===== config.mk =====
export PLATFORM = sky130hd
export DESIGN_NAME = rx_ring_pause_ctrl
export DESIGN_NICKNAME = d
export VERILOG_FILES = /design/src/rtl/rxfc_pkg.sv /design/src/rtl/rxfc_ring_cfg.sv /design/src/rtl/rxfc_free_calc.sv /design/src/rtl/rxfc_pause_reg.sv /design/src/rtl/rx_ring_pause_ctrl.sv
export SDC_FILE = /design/constraint.sdc
export NUM_CORES = 1
export LEC_CHECK = 0
export BUFFER_PORTS_ARGS = -buffer_cell sky130_fd_sc_hd__buf_2
export CORE_UTILIZATION = 30
export CTS_CLUSTER_SIZE = 12
export DETAILED_ROUTE_END_ITERATION = 10
export SLEW_MARGIN = 25
export SYNTH_ARGS = -nofsm -noshare
export SYNTH_HDL_FRONTEND = slang
export SYNTH_SLANG_ARGS = --single-unit
export TNS_END_PERCENT = 1

===== constraint.sdc =====
create_clock -name clk -period 12.3 [get_ports clk]
set_input_delay 0 -clock clk [delete_from_list [all_inputs] [get_ports clk]]
set_output_delay 0 -clock clk [all_outputs]
set_load 0.05 [all_outputs]

===== src/rtl/rxfc_pkg.sv =====
`timescale 1ns/1ps
package rxfc_pkg;
    localparam int DEF_RINGS = 8;
    localparam int DEF_IDX_W = 8;

    // outcome of a length/threshold write attempt
    typedef enum logic [1:0] {
        WR_NONE    = 2'd0,
        WR_TAKEN   = 2'd1,
        WR_DROPPED = 2'd2
    } wr_outcome_e;
endpackage


===== src/rtl/rxfc_ring_cfg.sv =====
`timescale 1ns/1ps
module rxfc_ring_cfg
    import rxfc_pkg::*;
#(
    parameter int NUM_RINGS = DEF_RINGS,
    parameter int IDX_W     = DEF_IDX_W,
    localparam int RING_W   = (NUM_RINGS > 1) ? $clog2(NUM_RINGS) : 1
) (
    input  logic                              clk,
    input  logic                              rst_n,
    input  logic                              lfc_en,
    input  logic                              rx_busy,
    input  logic                              cfg_we,
    input  logic [RING_W-1:0]                 cfg_ring,
    input  logic [IDX_W-1:0]                  cfg_len,
    input  logic [IDX_W-1:0]                  cfg_thr,
    input  logic                              lf_we,
    input  logic [RING_W-1:0]                 lf_ring,
    input  logic [IDX_W-1:0]                  lf_ptr,
    output logic [NUM_RINGS-1:0][IDX_W-1:0]   len_o,
    output logic [NUM_RINGS-1:0][IDX_W-1:0]   thr_o,
    output logic [NUM_RINGS-1:0][IDX_W-1:0]   lf_o,
    output logic                              err_o
);
    typedef struct packed {
        logic [NUM_RINGS-1:0][IDX_W-1:0] len;
        logic [NUM_RINGS-1:0][IDX_W-1:0] thr;
        logic [NUM_RINGS-1:0][IDX_W-1:0] lf;
        logic                            err;
    } cfg_state_t;

    cfg_state_t  st_d, st_q;
    wr_outcome_e outcome;

    always_comb begin
        st_d    = st_q;
        outcome = WR_NONE;
        if (cfg_we && (int'(cfg_ring) < NUM_RINGS)) begin
            if (lfc_en && rx_busy) begin
                outcome = WR_DROPPED;
            end else begin
                outcome = WR_TAKEN;
            end
        end
        case (outcome)
            WR_TAKEN: begin
                st_d.len[cfg_ring] = cfg_len;
                st_d.thr[cfg_ring] = cfg_thr;
            end
            WR_DROPPED: st_d.err = 1'b1;
            default: ;
        endcase
        if (lf_we && (int'(lf_ring) < NUM_RINGS)) begin
            st_d.lf[lf_ring] = lf_ptr;
        end
    end

    always_ff @(posedge clk) begin
        if (!rst_n) begin
            st_q <= '0;
        end else begin
            st_q <= st_d;
        end
    end

    assign len_o = st_q.len;
    assign thr_o = st_q.thr;
    assign lf_o  = st_q.lf;
    assign err_o = st_q.err;

    // a refused write leaves lengths and thresholds untouched and flags it
    a_r8_drop_write: assert property (@(posedge clk) disable iff (!rst_n)
        (cfg_we && lfc_en && rx_busy) |=> ($stable(len_o) && $stable(thr_o) && err_o));

    // the error flag never clears on its own
    a_r8_err_sticky: assert property (@(posedge clk) disable iff (!rst_n)
        err_o |=> err_o);
endmodule


===== src/rtl/rxfc_free_calc.sv =====
`timescale 1ns/1ps
module rxfc_free_calc
    import rxfc_pkg::*;
#(
    parameter int IDX_W = DEF_IDX_W
) (
    input  logic             clk,
    input  logic             rst_n,
    input  logic [IDX_W-1:0] len_i,
    input  logic [IDX_W-1:0] thr_i,
    input  logic [IDX_W-1:0] lf_i,
    input  logic [IDX_W-1:0] cons_i,
    input  logic             active_i,
    output logic [IDX_W-1:0] free_o,
    output logic             below_o
);
    logic [IDX_W:0] diff;
    logic [IDX_W:0] wrapped;

    always_comb begin
        diff    = {1'b0, lf_i} - {1'b0, cons_i};
        wrapped = diff + {1'b0, len_i};
        if (len_i == '0) begin
            free_o = '0;
        end else if (diff[IDX_W]) begin
            free_o = wrapped[IDX_W-1:0];
        end else begin
            free_o = diff[IDX_W-1:0];
        end
        below_o = active_i && (free_o < thr_i);
    end

    // with in-range pointers the free count stays below the ring length
    a_r2_free_in_range: assert property (@(posedge clk) disable iff (!rst_n)
        ((len_i != '0) && (lf_i < len_i) && (cons_i < len_i)) |-> (free_o < len_i));

    // an inactive ring never reports a shortage
    a_r6_inactive_quiet: assert property (@(posedge clk) disable iff (!rst_n)
        !active_i |-> !below_o);
endmodule


===== src/rtl/rxfc_pause_reg.sv =====
`timescale 1ns/1ps
module rxfc_pause_reg
    import rxfc_pkg::*;
#(
    parameter int NUM_RINGS = DEF_RINGS
) (
    input  logic                 clk,
    input  logic                 rst_n,
    input  logic                 lfc_en,
    input  logic [NUM_RINGS-1:0] below_i,
    output logic                 pause_o,
    output logic [NUM_RINGS-1:0] below_o
);
    typedef struct packed {
        logic                 pause;
        logic [NUM_RINGS-1:0] below;
    } pause_state_t;

    pause_state_t st_d, st_q;

    always_comb begin
        st_d       = st_q;
        st_d.below = below_i;
        st_d.pause = lfc_en && (|below_i);
    end

    always_ff @(posedge clk) begin
        if (!rst_n) begin
            st_q <= '0;
        end else begin
            st_q <= st_d;
        end
    end

    assign pause_o = st_q.pause;
    assign below_o = st_q.below;

    // a shortage on any active ring raises the request next cycle
    a_r4_raise: assert property (@(posedge clk) disable iff (!rst_n)
        (lfc_en && (|below_i)) |=> pause_o);

    // once all active rings recover the request is released next cycle
    a_r5_release: assert property (@(posedge clk) disable iff (!rst_n)
        (lfc_en && !(|below_i)) |=> !pause_o);

    // a cleared enable forces the request low next cycle
    a_r7_disable_clears: assert property (@(posedge clk) disable iff (!rst_n)
        !lfc_en |=> !pause_o);
endmodule


===== src/rtl/rx_ring_pause_ctrl.sv =====
`timescale 1ns/1ps
module rx_ring_pause_ctrl
    import rxfc_pkg::*;
#(
    parameter int NUM_RINGS = DEF_RINGS,
    parameter int IDX_W     = DEF_IDX_W,
    localparam int RING_W   = (NUM_RINGS > 1) ? $clog2(NUM_RINGS) : 1
) (
    input  logic                       clk,
    input  logic                       rst_n,
    input  logic                       lfc_en,
    input  logic                       rx_busy,
    input  logic [NUM_RINGS-1:0]       ring_active,
    input  logic                       cfg_we,
    input  logic [RING_W-1:0]          cfg_ring,
    input  logic [IDX_W-1:0]           cfg_len,
    input  logic [IDX_W-1:0]           cfg_thr,
    input  logic                       lf_we,
    input  logic [RING_W-1:0]          lf_ring,
    input  logic [IDX_W-1:0]           lf_ptr,
    input  logic [NUM_RINGS*IDX_W-1:0] cons_ptr,
    output logic                       pause_req,
    output logic [NUM_RINGS-1:0]       below_thr,
    output logic                       cfg_err
);
    logic [NUM_RINGS-1:0][IDX_W-1:0] len_v;
    logic [NUM_RINGS-1:0][IDX_W-1:0] thr_v;
    logic [NUM_RINGS-1:0][IDX_W-1:0] lf_v;
    logic [NUM_RINGS-1:0][IDX_W-1:0] free_v;
    logic [NUM_RINGS-1:0]            short_v;

    rxfc_ring_cfg #(.NUM_RINGS(NUM_RINGS), .IDX_W(IDX_W)) u_cfg (
        .clk      (clk),
        .rst_n    (rst_n),
        .lfc_en   (lfc_en),
        .rx_busy  (rx_busy),
        .cfg_we   (cfg_we),
        .cfg_ring (cfg_ring),
        .cfg_len  (cfg_len),
        .cfg_thr  (cfg_thr),
        .lf_we    (lf_we),
        .lf_ring  (lf_ring),
        .lf_ptr   (lf_ptr),
        .len_o    (len_v),
        .thr_o    (thr_v),
        .lf_o     (lf_v),
        .err_o    (cfg_err)
    );

    for (genvar g = 0; g < NUM_RINGS; g++) begin : g_ring
        rxfc_free_calc #(.IDX_W(IDX_W)) u_calc (
            .clk      (clk),
            .rst_n    (rst_n),
            .len_i    (len_v[g]),
            .thr_i    (thr_v[g]),
            .lf_i     (lf_v[g]),
            .cons_i   (cons_ptr[g*IDX_W +: IDX_W]),
            .active_i (ring_active[g]),
            .free_o   (free_v[g]),
            .below_o  (short_v[g])
        );
    end

    rxfc_pause_reg #(.NUM_RINGS(NUM_RINGS)) u_pause (
        .clk      (clk),
        .rst_n    (rst_n),
        .lfc_en   (lfc_en),
        .below_i  (short_v),
        .pause_o  (pause_req),
        .below_o  (below_thr)
    );

    // status bits only ever name active rings
    a_r3_status_active: assert property (@(posedge clk) disable iff (!rst_n)
        ((below_thr & ~$past(ring_active)) == '0));
endmodule


==> metrics.txt, run 1 <==
outcome completed; root buffer selected by CTS clkbuf_16; met3 wire length 2207 µm; DRC 0; Worst-Margin Slew 1091 ps; clock-pin transition on the worst setup and hold timing paths 60 ps; Area growth syn-to-layout 15.70%; post-synthesis net count 2,289; Port-buffer cells 117; initial drt markers 792; Post-CTS Resized 0; ranking of synthesized cells by area dfxtp_1, ha_1, nand2_1; maximum clock insertion buffer count 3; Distinct cells, synth 68; RSZ-0062 raised after global routing no; io pins 118; sequential area share after synthesis 27.62%; CTS tree built; largest fanout on the critical path 3; Synth Cell Area 14,640 µm²; Num CTS Buffers 24; dpl cell area 15,760 µm²; Max Cap Violations 0; Starting Density 30.54%; num rows 80; Ant. Diodes 0; CP Cell Sequence inv_1 > ha_1 > inv_1 > fa_1 > a211oi_1 > o21bai_1 > a21oi_1 > xnor2_1 > ha_1 > o41ai_1 > xnor2_1 > a22o_1 > a21oi_1 > ha_1 > nand4_1 > a21oi_1 > or4b_1 > o31a_1 > a211oi_2 > a41oi_1 > dlygate4sd3_1; kind of critical path register to register; layout cells sized above 1 8.554%; Tot GR Track Use 18.16%; flops & latches, synth 202; vias per cell 5.022; Vias 13.72k; Slowest cell on crit path dlygate4sd3_1; Slew headroom 27.02%; metal1 wirelength 22,050 µm; Chip Width 222.9 µm; Top Metal Used met5; Final setup violation count 0; crit-path max cell delay 570 ps; crit share post-route 42.74%; Post-CTS Hold Fix Bufs 35; drt first pass iters 7; Critical Path AT 5670 ps; worst skew pair latency 550 ps; crit path buf inv count 3; Final Util 35.33%; Design Power 1.820 mW; setup repair bufs after CTS 0; ys async rst share 0%; Synth warnings 0; cell taking the most area after synthesis dfxtp_1; vias in the first global route 13.33k; Met2 Wirelength 20,390 µm; Max VDD drop 0.00008760 V; Synth top area share 27.62%; DIE HEIGHT 222.9 µm; antenna-violating nets left 0; Pleak 7.273 nW; Setup TNS Final 0 ps; worst hold path type input port to register; antenna violations before repair 2; Fmax 190.2 MHz; fin crit period 5257 ps; Main synth FF type dfxtp_1; Core Box Area 47,950 µm²; H-tree depth 1; pwr dens 107.5 nW/µm²; die area 49,700 µm²; largest net degree at the start of global routing 99; Post-Syn Area per Cell 7.362 µm²; Syn Inst Count 1,989; hpwl dp 34,040 µm; WL/cell 16.66 µm; total wire length after detailed routing 45,510 µm; startpoint types register; Worst setup EP type register; nets@finish 2,400; post-route cell area 16,940 µm²; Pins Over Slew Limit 0; CTS Sinks 202; critical path required time 12,720 ps; number of synthesized flops with an enable pin 0; GRT overflow 0; Setup Skew 22.88 ps; cell family with most CP delay compound AO/OA/AOI/OAI gates; GPL Wtd Cong 0.9121; Fin. Hold Viols 0; reg2reg setup slack 7040 ps; first-pass GRT wire length 71,190 µm
## cell families (layout without fill, tap and decap cells)
kind of cell	after synthesis	after routing	share of synthesized area (%)
AOI/OAI and AO/OA	460	460	18.57
xor gates and xnor gates	71	71	4.529
adders and majority gates	192	192	17.23
buffers and inverters	268	395	7.109
DFF	202	202	27.62
muxes	28	28	1.957
and+or+nand+nor	768	768	22.99
## worst register-to-register path: cells and delay by family, from the launching register on
kind	cells	cell delay (ps)
compound gates	10	2150
xor+xnor	2	330
simple gates	2	550
fa+ha+maj	4	1150
flops	1	310
buf+inv	3	670
## per-layer routing
metal  vias up  track usage (%)
li1       6936                -
met1      6405            25.13
met2       317            29.97
met3        55            2.502
met4         2            3.693
met5         -                0
## through the flow
step / setup slack [ps] / instances / hold WS [ps]
finish: 7043 / 2731 / 37.38
global route: 6648 / 2731 / 54.02
CTS: 7075 / 2731 / 29.17
detailed placement: 7652 / 2654 / 316.5
global placement: 7747 / 2654 / 302.2
floorplan: 8118 / 1989 / 119.5
## final cells by class
cell class / instances / area (µm²)
fillers: 5012 / 31000
multi-input cells: 1519 / 9598
inverters: 196 / 740.7
well taps: 615 / 769.5
repair buffers: 157 / 977.2
clock buffers: 34 / 698.2
flip-flops and latches: 202 / 4044
clock inverters: 8 / 113.9
## report_power, final
group | switching [mW] | internal (mW) | total (mW)
clock | 0.292 | 0.438 | 0.730
combinational | 0.247 | 0.163 | 0.409
sequential | 0.0108 | 0.670 | 0.681
## Yosys cell counts (all sizes together) (6+ instances only)
master	n
o21bai	7
inv	195
xnor2	48
or3	8
o21a	14
and3	8
mux2i	26
o21ai	60
o41ai	7
o211ai	7
a211oi	29
nand3b	16
nand3	21
clkbuf	48
and2	10
nor2b	29
xor2	20
dfxtp	202
nor3	41
or2	8
a21oi	268
a21boi	8
nand2b	8
buf	24
nor2	120
fa	16
ha	176
nor3b	6
nand4	12
nand2	455
or4	16
a21o	24
## cells in the final DEF, fill, tap and decap left out, types with 30 or more instances in the layout
| cell | synthesis | routed |
|---|---|---|
| xnor2_1 | 48 | 48 |
| o21ai_1 | 30 | 30 |
| buf_2 | 10 | 117 |
| dfxtp_1 | 202 | 202 |
| nor2_1 | 120 | 120 |
| o21ai_0 | 30 | 30 |
| nand2_1 | 455 | 455 |
| a21oi_1 | 266 | 266 |
| dlygate4sd3_1 | 0 | 35 |
| ha_1 | 176 | 176 |
| inv_1 | 191 | 191 |
| nor3_1 | 41 | 40 |
## path summary, 6_finish.rpt
path,startpoint,endpoint,cells after the start
max,u_cfg.lf_o[16],u_pause.pause_o,21
min,ring_active[4],u_pause.below_o[4],4
max reg2reg,u_cfg.lf_o[16],u_pause.pause_o,21
min reg2reg,u_cfg.lf_o[24],u_cfg.lf_o[24],2
## flip-flops by register name (all words and copies together), names as in the netlist
signal	count
u_cfg.err_o	1
u_pause.pause_o	1
u_cfg.len_o	64
u_cfg.thr_o	64
u_pause.below_o	8
u_cfg.lf_o	64
No activity file was read; power rests on OpenSTA's default activity.
==> inputs of run 2 (changes only) <==
clock period = 4.3 ns   (was 12.3 ns; I/O delays follow)
==> metrics.txt, run 2 (synthesis results as in run 1) <==
area of the multi-input gates 9823 µm² (+2.3%); cell family with most CP delay compound AO/OA/AOI/OAI gates; antenna violations before repair 2 (unchanged); Core Box Area 47,950 µm² (unchanged); most frequent cells in the layout nand2_1, a21oi_1, dfxtp_1; CTS tree built; largest fanout on the critical path 4 (+1); Pins Over Slew Limit 0 (unchanged); fin crit period 4393 ps (-864.3 ps); io pins 118 (unchanged); Area growth syn-to-layout 18.38%; Max Cap Violations 0 (unchanged); Tot GR Track Use 18.17% (about the same); worst skew pair latency 540 ps (about the same); fill count 5,018 (+0.12%); crit-path most repeated cell a21oi_2; RSZ-0062 raised after global routing yes; Final setup violation count 1 (+1); outcome complete, but fails checks; die area 49,700 µm² (unchanged); Max VDD drop 0.0003080 V (+250%); Worst-Margin Slew 1029 ps (-61.97 ps); WL/cell 16.76 µm (+0.59%); Slew headroom 31.11% (+4.1 points); Worst setup EP type register; root buffer selected by CTS clkbuf_16; Pleak 7.449 nW (+2.4%); hpwl dp 34,130 µm (+0.26%); Slowest cell on crit path or4b_1; H-tree depth 1 (unchanged); Setup TNS Final -92.58 ps (-92.58 ps); Design Power 5.396 mW (+200%); Ant. Diodes 0 (unchanged); layout cells sized above 1 11.70% (+3.2 points); CTS Sinks 202 (unchanged); Port-buffer cells 117 (unchanged); largest net degree at the start of global routing 159 (+61%); nets@finish 2,418 (+0.75%); Vias 13.91k (+1.5%); Final Non-Filler Cells 2,751 (+0.73%); Fmax 227.7 MHz (+20%); clock-pin transition on the worst setup and hold timing paths 60 ps (about the same); vias per cell 5.058 (+0.71%); antenna-violating nets left 0 (unchanged); Starting Density 30.54% (unchanged); critical path required time 4700 ps (-8020 ps); DIE HEIGHT 222.9 µm (unchanged); worst hold path type input port to register; first-pass GRT wire length 70,980 µm (-0.29%); startpoint types register; Final Util 36.15% (+0.82 points); crit path buf inv count 3 (unchanged); Setup Skew 17.09 ps (-5.792 ps); placed cells 2,673 (+0.72%); initial drt markers 904 (+14%); GPL Wtd Cong 0.8768 (-3.9%); failing checks setup timing; DRC 0 (unchanged); maximum clock insertion buffer count 3 (unchanged); GRT overflow 0 (unchanged); pwr dens 311.3 nW/µm² (+190%); drt first pass iters 6 (-1); most common cell after layout, fill and taps aside nand2_1; CP Cell Sequence inv_2 > ha_4 > inv_2 > fa_2 > buf_6 > nand2_2 > nand2_1 > a21oi_2 > xnor2_1 > ha_1 > nand2_1 > o21ai_2 > o41ai_2 > xnor2_1 > a22o_1 > a21oi_2 > ha_1 > nand4_1 > a21oi_2 > or4b_1 > o31a_1 > a211oi_2 > a41oi_2; crit share post-route 102.2% (+59 points); dpl cell area 15,910 µm² (+0.96%); Chip Width 222.9 µm (unchanged); Hold Slack 20.26 ps (-17.11 ps); reg2reg setup slack -90 ps (-7140 ps); Num CTS Buffers 24 (unchanged); Fin. Hold Viols 0 (unchanged); post-route cell area 17,330 µm² (+2.3%); num rows 80 (unchanged); Reg area 4045 µm² (about the same); kind of critical path register to register; Setup WS post-layout -92.58 ps (-7136 ps); vias in the first global route 13.28k (-0.36%); Place WS -209.8 ps (-7862 ps); total wire length after detailed routing 46,110 µm (+1.3%); Critical Path AT 4800 ps (-870 ps); crit-path max cell delay 440 ps (-130 ps)
==> run 2: changes by cell type in the layout (fill, tap and decap cells not counted), moves of 4 or more <==
| cell | before | now |
|---|---|---|
| a21oi_1 | 266 | 254 |
| a21oi_2 | 2 | 14 |
| buf_4 | 4 | 27 |
| clkinv_2 | 1 | 5 |
| dlygate4sd3_1 | 35 | 30 |
| ha_1 | 176 | 170 |
| ha_2 | 0 | 4 |
| o41ai_1 | 5 | 1 |
| o41ai_2 | 1 | 5 |
==> run 2: timing repair <==
| action | CTS | global route |
|---|---|---|
| resized for setup | 23 | 27 |
| pin swaps | 23 | 20 |
| buffers inserted | 1 | 3 |
| hold buffers | 30 | 0 |
| endpoints found under the hold margin | 200 | 0 |
| setup endpoints to repair | 2 | 9 |
==> run 2: power by group <==
group	switching [mW]	total (mW)	internal (mW)
clock network	0.848	2.20	1.35
logic	0.741	1.25	0.506
registers	0.0300	1.95	1.92
==> run 2: final timing paths <==
kind,cells after the start,end,from
setup / recovery,23,u_pause.pause_o,u_cfg.lf_o[16]
hold / removal,6,u_pause.below_o[7],ring_active[7]
setup reg to reg,23,u_pause.pause_o,u_cfg.lf_o[16]
hold reg to reg,2,u_cfg.lf_o[56],u_cfg.lf_o[56]
==> run 2: routing by layer <==
layer | GRT usage, % | share of wire (%)
met3 | 2.950 | 6.3
met2 | 29.62 | 44
met1 | 24.70 | 47
met4 | 4.961 | 2.7
met5 | 0 | 0
==> run 2: final cells by class <==
class	count	area share [%]
Tap cell	615	4.439
Multi-Input combinational cell	1519	56.67
Sequential cell	202	23.34
Timing Repair Buffer	175	6.345
Inverter	196	4.288
Clock buffer	33	3.948
Clock inverter	11	0.9744
==> run 2: worst register-to-register path: cells and delay by family (launching register included) <==
kind / cells / cell delay, ps
xor+xnor: 2 / 350
flops: 1 / 320
compound gates: 9 / 1510
fa+ha+maj: 4 / 1120
buf+inv: 3 / 230
simple gates: 5 / 740
